==> config.mk <==
export PLATFORM = sky130hd
export DESIGN_NAME = twostage_wdt
export DESIGN_NICKNAME = d
export VERILOG_FILES = /design/src/rtl/wdt_pkg.sv /design/src/rtl/wdt_rst_sync.sv /design/src/rtl/wdt_addr_dec.sv /design/src/rtl/wdt_tick_gen.sv /design/src/rtl/wdt_down_counter.sv /design/src/rtl/wdt_csr.sv /design/src/rtl/twostage_wdt.sv
export SDC_FILE = /design/constraint.sdc
export NUM_CORES = 1
export LEC_CHECK = 0
export ABC_CLOCK_PERIOD_IN_PS = 2550
export BUFFER_PORTS_ARGS = -buffer_cell sky130_fd_sc_hd__buf_4
export CAP_MARGIN = 20
export CORE_ASPECT_RATIO = 0.6
export CORE_UTILIZATION = 56
export CTS_BUF_LIST = sky130_fd_sc_hd__clkbuf_4
export DETAILED_ROUTE_END_ITERATION = 12
export MAX_ROUTING_LAYER = met4
export PLACE_DENSITY = 0.81
export SETUP_SLACK_MARGIN = 0.02
export SLEW_MARGIN = 20
export SYNTH_ARGS = -nofsm -noshare
export SYNTH_HDL_FRONTEND = slang
export SYNTH_SLANG_ARGS = --single-unit
==> constraint.sdc <==
create_clock -name clk -period 2.55 [get_ports clk]
set_clock_uncertainty 0.05 [all_clocks]
set_input_delay 0.51 -clock clk [delete_from_list [all_inputs] [get_ports clk]]
set_output_delay 0.51 -clock clk [all_outputs]
set_load 0.05 [all_outputs]
==> src/rtl/wdt_pkg.sv <==
package wdt_pkg;
  localparam int ADDR_W  = 5;
  localparam int DATA_W  = 16;
  localparam int CNT_W   = 10;
  localparam int MIN_INIT = 4;

  localparam logic [ADDR_W-1:0] OFS_COUNT = 5'h00;
  localparam logic [ADDR_W-1:0] OFS_STS_A = 5'h04;
  localparam logic [ADDR_W-1:0] OFS_STS_B = 5'h06;
  localparam logic [ADDR_W-1:0] OFS_CTRL  = 5'h08;
  localparam logic [ADDR_W-1:0] OFS_INIT  = 5'h12;

  localparam int BIT_TO1   = 3;
  localparam int BIT_TO2   = 1;
  localparam int BIT_BOOT  = 2;
  localparam int BIT_HALT  = 11;
  localparam int BIT_NOREB = 0;

  typedef struct packed {
    logic count_wr;
    logic sts_a_wr;
    logic sts_b_wr;
    logic ctrl_wr;
    logic init_wr;
  } wr_dec_t;
endpackage

==> src/rtl/wdt_rst_sync.sv <==
module wdt_rst_sync #(
  parameter int STAGES = 2
) (
  input  logic clk,
  input  logic rst_n,
  output logic rst_n_sync
);
  logic [STAGES-1:0] sync_q;
  logic [STAGES-1:0] sync_d;

  always_comb begin
    sync_d = {sync_q[STAGES-2:0], 1'b1};
  end

  always_ff @(posedge clk or negedge rst_n) begin
    if (!rst_n) sync_q <= '0;
    else        sync_q <= sync_d;
  end

  assign rst_n_sync = sync_q[STAGES-1];
endmodule

==> src/rtl/wdt_addr_dec.sv <==
module wdt_addr_dec
  import wdt_pkg::*;
(
  input  logic              sel,
  input  logic              wr,
  input  logic [ADDR_W-1:0] addr,
  output wr_dec_t           strobe
);
  logic wr_ok;

  always_comb begin
    wr_ok           = sel & wr;
    strobe          = '0;
    strobe.count_wr = wr_ok & (addr == OFS_COUNT);
    strobe.sts_a_wr = wr_ok & (addr == OFS_STS_A);
    strobe.sts_b_wr = wr_ok & (addr == OFS_STS_B);
    strobe.ctrl_wr  = wr_ok & (addr == OFS_CTRL);
    strobe.init_wr  = wr_ok & (addr == OFS_INIT);
  end
endmodule

==> src/rtl/wdt_tick_gen.sv <==
module wdt_tick_gen #(
  parameter int TICK_CYCLES = 16
) (
  input  logic clk,
  input  logic rst_n,
  input  logic run,
  input  logic restart,
  output logic tick
);
  localparam int PW = (TICK_CYCLES > 1) ? $clog2(TICK_CYCLES) : 1;
  localparam logic [PW-1:0] LAST = PW'(TICK_CYCLES - 1);

  logic [PW-1:0] ph_q;
  logic [PW-1:0] ph_d;
  logic          ph_en;
  logic          at_last;

  always_comb begin
    at_last = (ph_q == LAST);
    ph_en   = restart | run;
    if (restart || at_last) ph_d = '0;
    else                    ph_d = ph_q + 1'b1;
  end

  always_ff @(posedge clk or negedge rst_n) begin
    if (!rst_n)     ph_q <= '0;
    else if (ph_en) ph_q <= ph_d;
  end

  assign tick = run & at_last & ~restart;
endmodule

==> src/rtl/wdt_down_counter.sv <==
module wdt_down_counter #(
  parameter int CNT_W     = 10,
  parameter int RESET_VAL = 4
) (
  input  logic             clk,
  input  logic             rst_n,
  input  logic             tick,
  input  logic             reload,
  input  logic [CNT_W-1:0] start_val,
  output logic [CNT_W-1:0] count,
  output logic             expire
);
  logic [CNT_W-1:0] cnt_q;
  logic [CNT_W-1:0] cnt_d;
  logic             cnt_en;

  always_comb begin
    expire = tick & ~reload & (cnt_q == '0);
    cnt_en = reload | tick;
    if (reload || expire) cnt_d = start_val;
    else                  cnt_d = cnt_q - 1'b1;
  end

  always_ff @(posedge clk or negedge rst_n) begin
    if (!rst_n)      cnt_q <= CNT_W'(RESET_VAL);
    else if (cnt_en) cnt_q <= cnt_d;
  end

  assign count = cnt_q;
endmodule

==> src/rtl/wdt_csr.sv <==
module wdt_csr
  import wdt_pkg::*;
#(
  parameter int RESET_INIT = 4
) (
  input  logic              clk,
  input  logic              rst_n,
  input  wr_dec_t           strobe,
  input  logic [DATA_W-1:0] wdata,
  input  logic              expire,
  output logic              halt,
  output logic              noreb,
  output logic [CNT_W-1:0]  init_lo,
  output logic [DATA_W-CNT_W-1:0] init_hi,
  output logic              sts_to1,
  output logic              sts_to2,
  output logic              sts_boot,
  output logic              rst_req
);
  localparam int HI_W = DATA_W - CNT_W;

  logic halt_q, halt_d, noreb_q, noreb_d;
  logic [CNT_W-1:0] lo_q, lo_d;
  logic [HI_W-1:0]  hi_q, hi_d;
  logic to1_q, to1_d, to2_q, to2_d, boot_q, boot_d;
  logic req_q, req_d;
  logic second_exp, lo_valid;

  always_comb begin
    halt_d  = strobe.ctrl_wr ? wdata[BIT_HALT]  : halt_q;
    noreb_d = strobe.ctrl_wr ? wdata[BIT_NOREB] : noreb_q;

    lo_valid = (wdata[CNT_W-1:0] >= CNT_W'(MIN_INIT));
    hi_d = strobe.init_wr ? wdata[DATA_W-1:CNT_W] : hi_q;
    lo_d = (strobe.init_wr && lo_valid) ? wdata[CNT_W-1:0] : lo_q;

    second_exp = expire & to1_q;
    to1_d  = expire     | (to1_q  & ~(strobe.sts_a_wr & wdata[BIT_TO1]));
    to2_d  = second_exp | (to2_q  & ~(strobe.sts_b_wr & wdata[BIT_TO2]));
    boot_d = boot_q & ~(strobe.sts_b_wr & wdata[BIT_BOOT]);
    req_d  = second_exp & ~noreb_q;
  end

  always_ff @(posedge clk or negedge rst_n) begin
    if (!rst_n) begin
      halt_q  <= 1'b1;
      noreb_q <= 1'b1;
      lo_q    <= CNT_W'(RESET_INIT);
      hi_q    <= '0;
      to1_q   <= 1'b0;
      to2_q   <= 1'b0;
      boot_q  <= 1'b1;
      req_q   <= 1'b0;
    end else begin
      halt_q  <= halt_d;
      noreb_q <= noreb_d;
      lo_q    <= lo_d;
      hi_q    <= hi_d;
      to1_q   <= to1_d;
      to2_q   <= to2_d;
      boot_q  <= boot_d;
      req_q   <= req_d;
    end
  end

  assign halt     = halt_q;
  assign noreb    = noreb_q;
  assign init_lo  = lo_q;
  assign init_hi  = hi_q;
  assign sts_to1  = to1_q;
  assign sts_to2  = to2_q;
  assign sts_boot = boot_q;
  assign rst_req  = req_q;
endmodule

==> src/rtl/twostage_wdt.sv <==
module twostage_wdt
  import wdt_pkg::*;
#(
  parameter int TICK_CYCLES = 16,
  parameter int RESET_INIT  = 4
) (
  input  logic              clk,
  input  logic              rst_n,
  input  logic              bus_sel,
  input  logic              bus_wr,
  input  logic [ADDR_W-1:0] bus_addr,
  input  logic [DATA_W-1:0] bus_wdata,
  output logic [DATA_W-1:0] bus_rdata,
  output logic              rst_req
);
  localparam int HI_W = DATA_W - CNT_W;

  logic             rst_n_sync;
  wr_dec_t          strobe;
  logic             reload_wr;
  logic             tick, expire;
  logic             halt, noreb;
  logic [CNT_W-1:0] count, init_lo;
  logic [HI_W-1:0]  init_hi;
  logic             sts_to1, sts_to2, sts_boot;

  wdt_rst_sync #(.STAGES(2)) u_rsync (
    .clk(clk), .rst_n(rst_n), .rst_n_sync(rst_n_sync)
  );

  wdt_addr_dec u_dec (
    .sel(bus_sel), .wr(bus_wr), .addr(bus_addr), .strobe(strobe)
  );

  assign reload_wr = strobe.count_wr;

  wdt_tick_gen #(.TICK_CYCLES(TICK_CYCLES)) u_tick (
    .clk(clk), .rst_n(rst_n_sync), .run(~halt), .restart(reload_wr), .tick(tick)
  );

  wdt_down_counter #(.CNT_W(CNT_W), .RESET_VAL(RESET_INIT)) u_cnt (
    .clk(clk), .rst_n(rst_n_sync), .tick(tick), .reload(reload_wr),
    .start_val(init_lo), .count(count), .expire(expire)
  );

  wdt_csr #(.RESET_INIT(RESET_INIT)) u_csr (
    .clk(clk), .rst_n(rst_n_sync), .strobe(strobe), .wdata(bus_wdata),
    .expire(expire), .halt(halt), .noreb(noreb), .init_lo(init_lo),
    .init_hi(init_hi), .sts_to1(sts_to1), .sts_to2(sts_to2),
    .sts_boot(sts_boot), .rst_req(rst_req)
  );

  always_comb begin
    bus_rdata = '0;
    case (bus_addr)
      OFS_COUNT: bus_rdata[CNT_W-1:0] = count;
      OFS_STS_A: bus_rdata[BIT_TO1]   = sts_to1;
      OFS_STS_B: begin
        bus_rdata[BIT_TO2]  = sts_to2;
        bus_rdata[BIT_BOOT] = sts_boot;
      end
      OFS_CTRL: begin
        bus_rdata[BIT_HALT]  = halt;
        bus_rdata[BIT_NOREB] = noreb;
      end
      OFS_INIT:  bus_rdata = {init_hi, init_lo};
      default:   bus_rdata = '0;
    endcase
  end
endmodule

== Word level (Yosys, flattened, before mapping) ==
Index checks and enable logic that the tools add are counted.
Operators by class
  bitwise operators: 28
  magnitude comparators: 1
  reduce and logical (&&, ||, !) cells: 5
  add/subtract/negate cells: 2
  eq/ne operators: 5
  muxes and demuxes: 9
Operators by type and width (number)
  1-bit bitwise AND: 18
  6-bit case mux with 2 select lines: 1
  5-bit by 3-bit == test with 1-bit output, second input constant: 2
  10-bit by 3-bit greater-or-equal comparator with 1-bit output, second input constant: 1
  10-bit logical NOT: 1
  10-bit two-way mux: 1
  10-bit by 1-bit subtractor with 10-bit output, second input constant: 1
  4-bit two-way mux: 2
  1-bit NOT: 6
  1-bit case mux with 3 select lines: 2
  2-bit case mux with 3 select lines: 1
  5-bit by 4-bit == test with 1-bit output, second input constant: 1
  5-bit == test, second input constant: 1
  5-bit logical NOT: 1
  4-bit by 1-bit adder with 4-bit output, second input constant: 1
  4-bit == test, second input constant: 1
  1-bit OR: 4
  1-bit logical OR: 2
  1-bit case mux with 2 select lines: 1
  1-bit logical AND: 1
  1-bit two-way mux: 1
Word-level totals
  input port bits: 25
  register bits after elaboration: 38
  output and inout port bits: 17

== Logic depth before layout (Yosys ltp) ==
  depth after elaboration: 8
  depth in mapped cells: 7

== Hierarchy ==
Synthesis repeated with hierarchy kept, for this count alone.
Second synthesis, totals
  cell total of the unflattened synthesis: 196
  area, all modules: 2128.3 um^2
By module, submodules not included
  wdt_csr: cells an instance 52, instances 1, sequential area each 555.5 um^2, area an instance 834.6 um^2
  wdt_down_counter: cells an instance 79, instances 1, sequential area each 251.5 um^2, area an instance 698.2 um^2
  twostage_wdt: cells an instance 30, instances 1, sequential area each 0.0 um^2, area an instance 269.0 um^2
  wdt_tick_gen: cells an instance 22, instances 1, sequential area each 100.1 um^2, area an instance 206.4 um^2
  wdt_addr_dec: cells an instance 10, instances 1, sequential area each 0.0 um^2, area an instance 66.3 um^2
  wdt_rst_sync: cells an instance 3, instances 1, sequential area each 50.0 um^2, area an instance 53.8 um^2

== Worst setup path after synthesis ==
OpenSTA, ideal clock, no wires.
  kind: input to output
  from: input bus_addr[4]
  to: output bus_rdata[3]
  stages on the path: 2
  setup slack: -225 ps
  required time: 1990 ps
  arrival time: 2215 ps
  path buffers: 0
  cells stage by stage: or4_1 o21ai_0
On the way
  longest elaborated chain between the ends: 2
  elaborated cells on any way between the ends: 4
  those cells by class: eq/ne (2); mux (1); reduce/logical (1)
Ends and longest elaborated chain
  start, declared: RTL line twostage_wdt.sv:11  | input logic [ADDR_W-1:0] bus_addr,
  5-bit == test (tied with other cells): RTL line twostage_wdt.sv:55  | case (bus_addr)
  1-bit case mux with 3 select lines (*): RTL line twostage_wdt.sv:55
  end, declared: RTL line twostage_wdt.sv:13  | output logic [DATA_W-1:0] bus_rdata,
Every way passes the cells marked *; elsewhere a longest branch is shown, timed or not.

== Worst setup path in the final report ==
  from: input bus_addr[4]
  to: output bus_rdata[6]
On the way
  longest elaborated chain between the ends: 2
  elaborated cells on any way between the ends: 3
  those cells by class: eq/ne (1); mux (1); reduce/logical (1)
Ends and longest elaborated chain (RTL line)
  5-bit == test / 5-bit logical NOT (equally long branches): twostage_wdt.sv:55
  6-bit case mux with 2 select lines (*): twostage_wdt.sv:55
Marks and branches as above.

==> run_results.csv <==
group,metric,value,unit
power,combPwrFrac,0.242,
detailed_routing,post_drt_wl_per_cell,18.4,um
power,p_per_area,622,nW/um2
cells_and_area,n_antenna_cell,0,
cts,post-cts-setup-buffers,0,
detailed_routing,antenna_left,0,
critical_path,worst-r2r-cell-count,6,
logic_synthesis,yosysWarnings,0,
logic_synthesis,ys.flop_type,"dfrtp_1",
grt,grt_pass1_vias,1755,
logic_synthesis,synth_area,2050,um2
critical_path,r2r_start,"u_cnt.count[0]",
cells_and_area,final_cell_mix,"49 x buf_4, 33 x dfrtp_1, 16 x mux2_2",
cts,clock_sinks,38,
cts,cts_buffers,5,
detailed_routing,routed_via_density,6.41,
status,status,"completed",
run,drv_cap,0,
critical_path,crit_chain,"buf_4 -> or4_1 -> nor2_1 -> buf_4 -> a22o_1 -> buf_4",
critical_path,cp_data_arrival_time,1.91,ns
critical_path,required,1.99,ns
grt,grt_use_total,0.305,
sta,slew_headroom,0.601,
power,intPower,1.03,mW
min_path,hold_class,"reg2async",
sta,setup_violations,0,
critical_path,cp_num_buf_inv,3,
logic_synthesis,synth_edf_count,0,
critical_path,cpMostUsedCell,"buf_4",
logic_synthesis,ys_seq_area_frac,0.467,
logic_synthesis,synth.avg_cell_area,10.8,um2
cells_and_area,final_common_cell,"buf_4",
critical_path,r2r_setup_slack,0.15,ns
placed_design,port_buffers,41,
logic_synthesis,async_flop_share,1.00,
critical_path,cp_top_family,"simple AND/OR/NAND/NOR gates",
floorplan,core,3360,um2
logic_synthesis,synth_top_area_cell,"dfrtp_1",
logic_synthesis,synthCells,190,
critical_path,cp-end-kind,"output port",
sta,finalHoldViolCount,0,
power,p_sw,0.521,mW
detailed_routing,drt_iter0_drc,193,
placed_design,hpwl,3960,um
floorplan,num_rows,16,
logic_synthesis,synth.area.top_cells,"dfrtp_1 40%, mux2_2 8.8%, dfstp_2 6.4%",
detailed_routing,drt-total-wl,5240,um
critical_path,slowest_stage,"or4_1",
critical_path,cpPeakStageDelay,0.60,ns
power,p_leak,1.18,nW
power,seq_power_share,0.554,
cells_and_area,stdcell_area,2490,um2
grt,antenna_found_initial,0,
placed_design,routabilityCongestion,0.938,
sta,tightest_slew,0.598,ns
critical_path,path_max_fanout,6,
placed_design,dp_slack,0.103,ns
sta,tns,0,ns
grt,grt-ovfl-total,0,
placed_design,placed_area,2430,um2
cts,cts_root_buf,"clkbuf_4",
sta,timing.final.ws_setup,0.0769,ns
cells_and_area,drive_above_1_share,0.375,
power,vdd_drop_max,0.377,mV
logic_synthesis,ys_ff_latch,38,
cts,cts_tree,"yes",
detailed_routing,drt_pass1_iterations,5,
floorplan,start_util,0.609,
grt,grt_max_degree,23,
power,switching_share,0.336,
cells_and_area,utilization,0.741,
critical_path,r2r_end,"u_cnt.count[5]",
floorplan,chipHeight,48.9,um
sta,slew_violations,0,
floorplan,floorplan.die_area,3910,um2
sta,min_period_over_period,0.970,
logic_synthesis,syn_nets,217,
sta,fmax,0.404,GHz
power,clkPwrFrac,0.203,
cts,cts.path.max_buffers,2,
critical_path,setup.worst_path.start_class,"primary input",
logic_synthesis,ys_types,56,
detailed_routing,drc,0,
sta,grt_setup_unrepaired,"no",
critical_path,path_class,"in2out",
cells_and_area,syn_to_final_growth,21.7,%
detailed_routing,dr_total_vias,1826,
cts,htree_levels,2,
cts,clk_latency,0.34,ns
grt,grt_pass1_wl,8800,um
cts,clkTransAtPathRegs,0.12,ns
floorplan,die_x,80.1,um
floorplan,ios,42,
logic_synthesis,synth_top_area_share,0.403,
cells_and_area,layout.nets,266,
sta,fin_crit,2.47,ns
## worst register-to-register path: stages (launching register included)
cell and delay, ns:
dfrtp_1 0.44, inv_1 0.12, ha_2 0.21, or4b_4 0.51, or4b_4 0.58, a211o_1 0.28
a31oi_1 0.15
## cell usage after synthesis (5+ instances only)
master and number:
dfrtp_1 33, mux2_2 16, nand2_1 9, a22o_1 8, nor2_1 8, inv_1 7, nand3_1 7, nand4_1 7
nor4_1 7, a21oi_1 6, and2_1 5, dfstp_2 5, o211ai_1 5
## logic make-up after synthesis
| kind of cell | count (synthesis) | share of synthesized area |
|---|---|---|
| buffers and inverters | 15 | 0.0360 |
| multiplexers | 17 | 0.0928 |
| AND/OR/NAND/NOR | 71 | 0.217 |
| adder cells (fa/ha/maj) | 2 | 0.0122 |
| AO/OA/AOI/OAI | 44 | 0.165 |
| other | 1 | 0.00183 |
| XOR/XNOR | 2 | 0.00855 |
| flip-flops | 38 | 0.467 |
## metal layers
| metal | vias to the layer above | track usage | wire length, um |
|---|---|---|---|
| li1 | 830 | - | - |
| met1 | 892 | 0.415 | 2320 |
| met2 | 96 | 0.453 | 2410 |
| met3 | 8 | 0.0916 | 437 |
| met4 | 0 | 0.0685 | 66 |
| met5 | - | - | 0 |
## registers in the layout, indices dropped and copies added (netlist names)
name	cells
u_csr.sts_boot	1
u_tick.ph_q	4
u_csr.init_hi	6
u_csr.sts_to1	1
u_csr.init_lo	10
u_rsync.sync_q	2
u_csr.rst_req	1
u_csr.noreb	1
u_csr.sts_to2	1
u_cnt.count	10
u_csr.halt	1
## repair_timing
| item | CTS | global route |
|---|---|---|
| setup endpoints to repair | 0 | 1 |
| hold endpoints to repair | 2 | 0 |
| hold buffers | 1 | 0 |
| gates resized for setup | 0 | 1 |
## per-stage QoR
stage                     hold WS, ns  std cells  total power, mW
after floorplan                 0.164        190             1.10
after global placement          0.190        276             1.20
after detailed placement        0.207        276             1.24
after CTS                       0.216        285             1.55
after global routing            0.234        285             1.64
final                           0.199        285             1.55
## power by group through the flow
stage / clock (mW) / combinational [mW] / sequential, mW
CTS: 0.317 / 0.375 / 0.854
finish: 0.315 / 0.376 / 0.860
global placement: 0 / 0.345 / 0.855
detailed placement: 0 / 0.372 / 0.865
floorplan: 0 / 0.280 / 0.819
global route: 0.350 / 0.417 / 0.875
## final cells by class
| class | instances | area (um2) |
|---|---|---|
| well taps | 45 | 56.3 |
| repair buffers | 50 | 378 |
| fillers | 229 | 870 |
| multi-input cells | 137 | 1020 |
| flip-flops and latches | 38 | 957 |
| clock inverters | 2 | 10.0 |
| inverters | 7 | 26.3 |
| clock buffers | 6 | 45.0 |
## worst max-delay path by stage
| stage | startpoint | cells past startpoint | slack [ns] | end |
|---|---|---|---|---|
| 6_report | bus_addr[4] | 6 | 0.08 | bus_rdata[6] |
| 3_3_place_gp | bus_addr[4] | 7 | 0.13 | bus_rdata[1] |
| 3_5_place_dp | bus_addr[4] | 6 | 0.10 | bus_rdata[6] |
| 2_1_floorplan | bus_addr[4] | 3 | 0.06 | bus_rdata[5] |
| 4_1_cts | bus_addr[4] | 6 | 0.10 | bus_rdata[6] |
| 5_1_grt | u_cnt.count[0] | 6 | 0.02 | u_cnt.count[5] |
No activity file was read; power rests on OpenSTA's default activity.
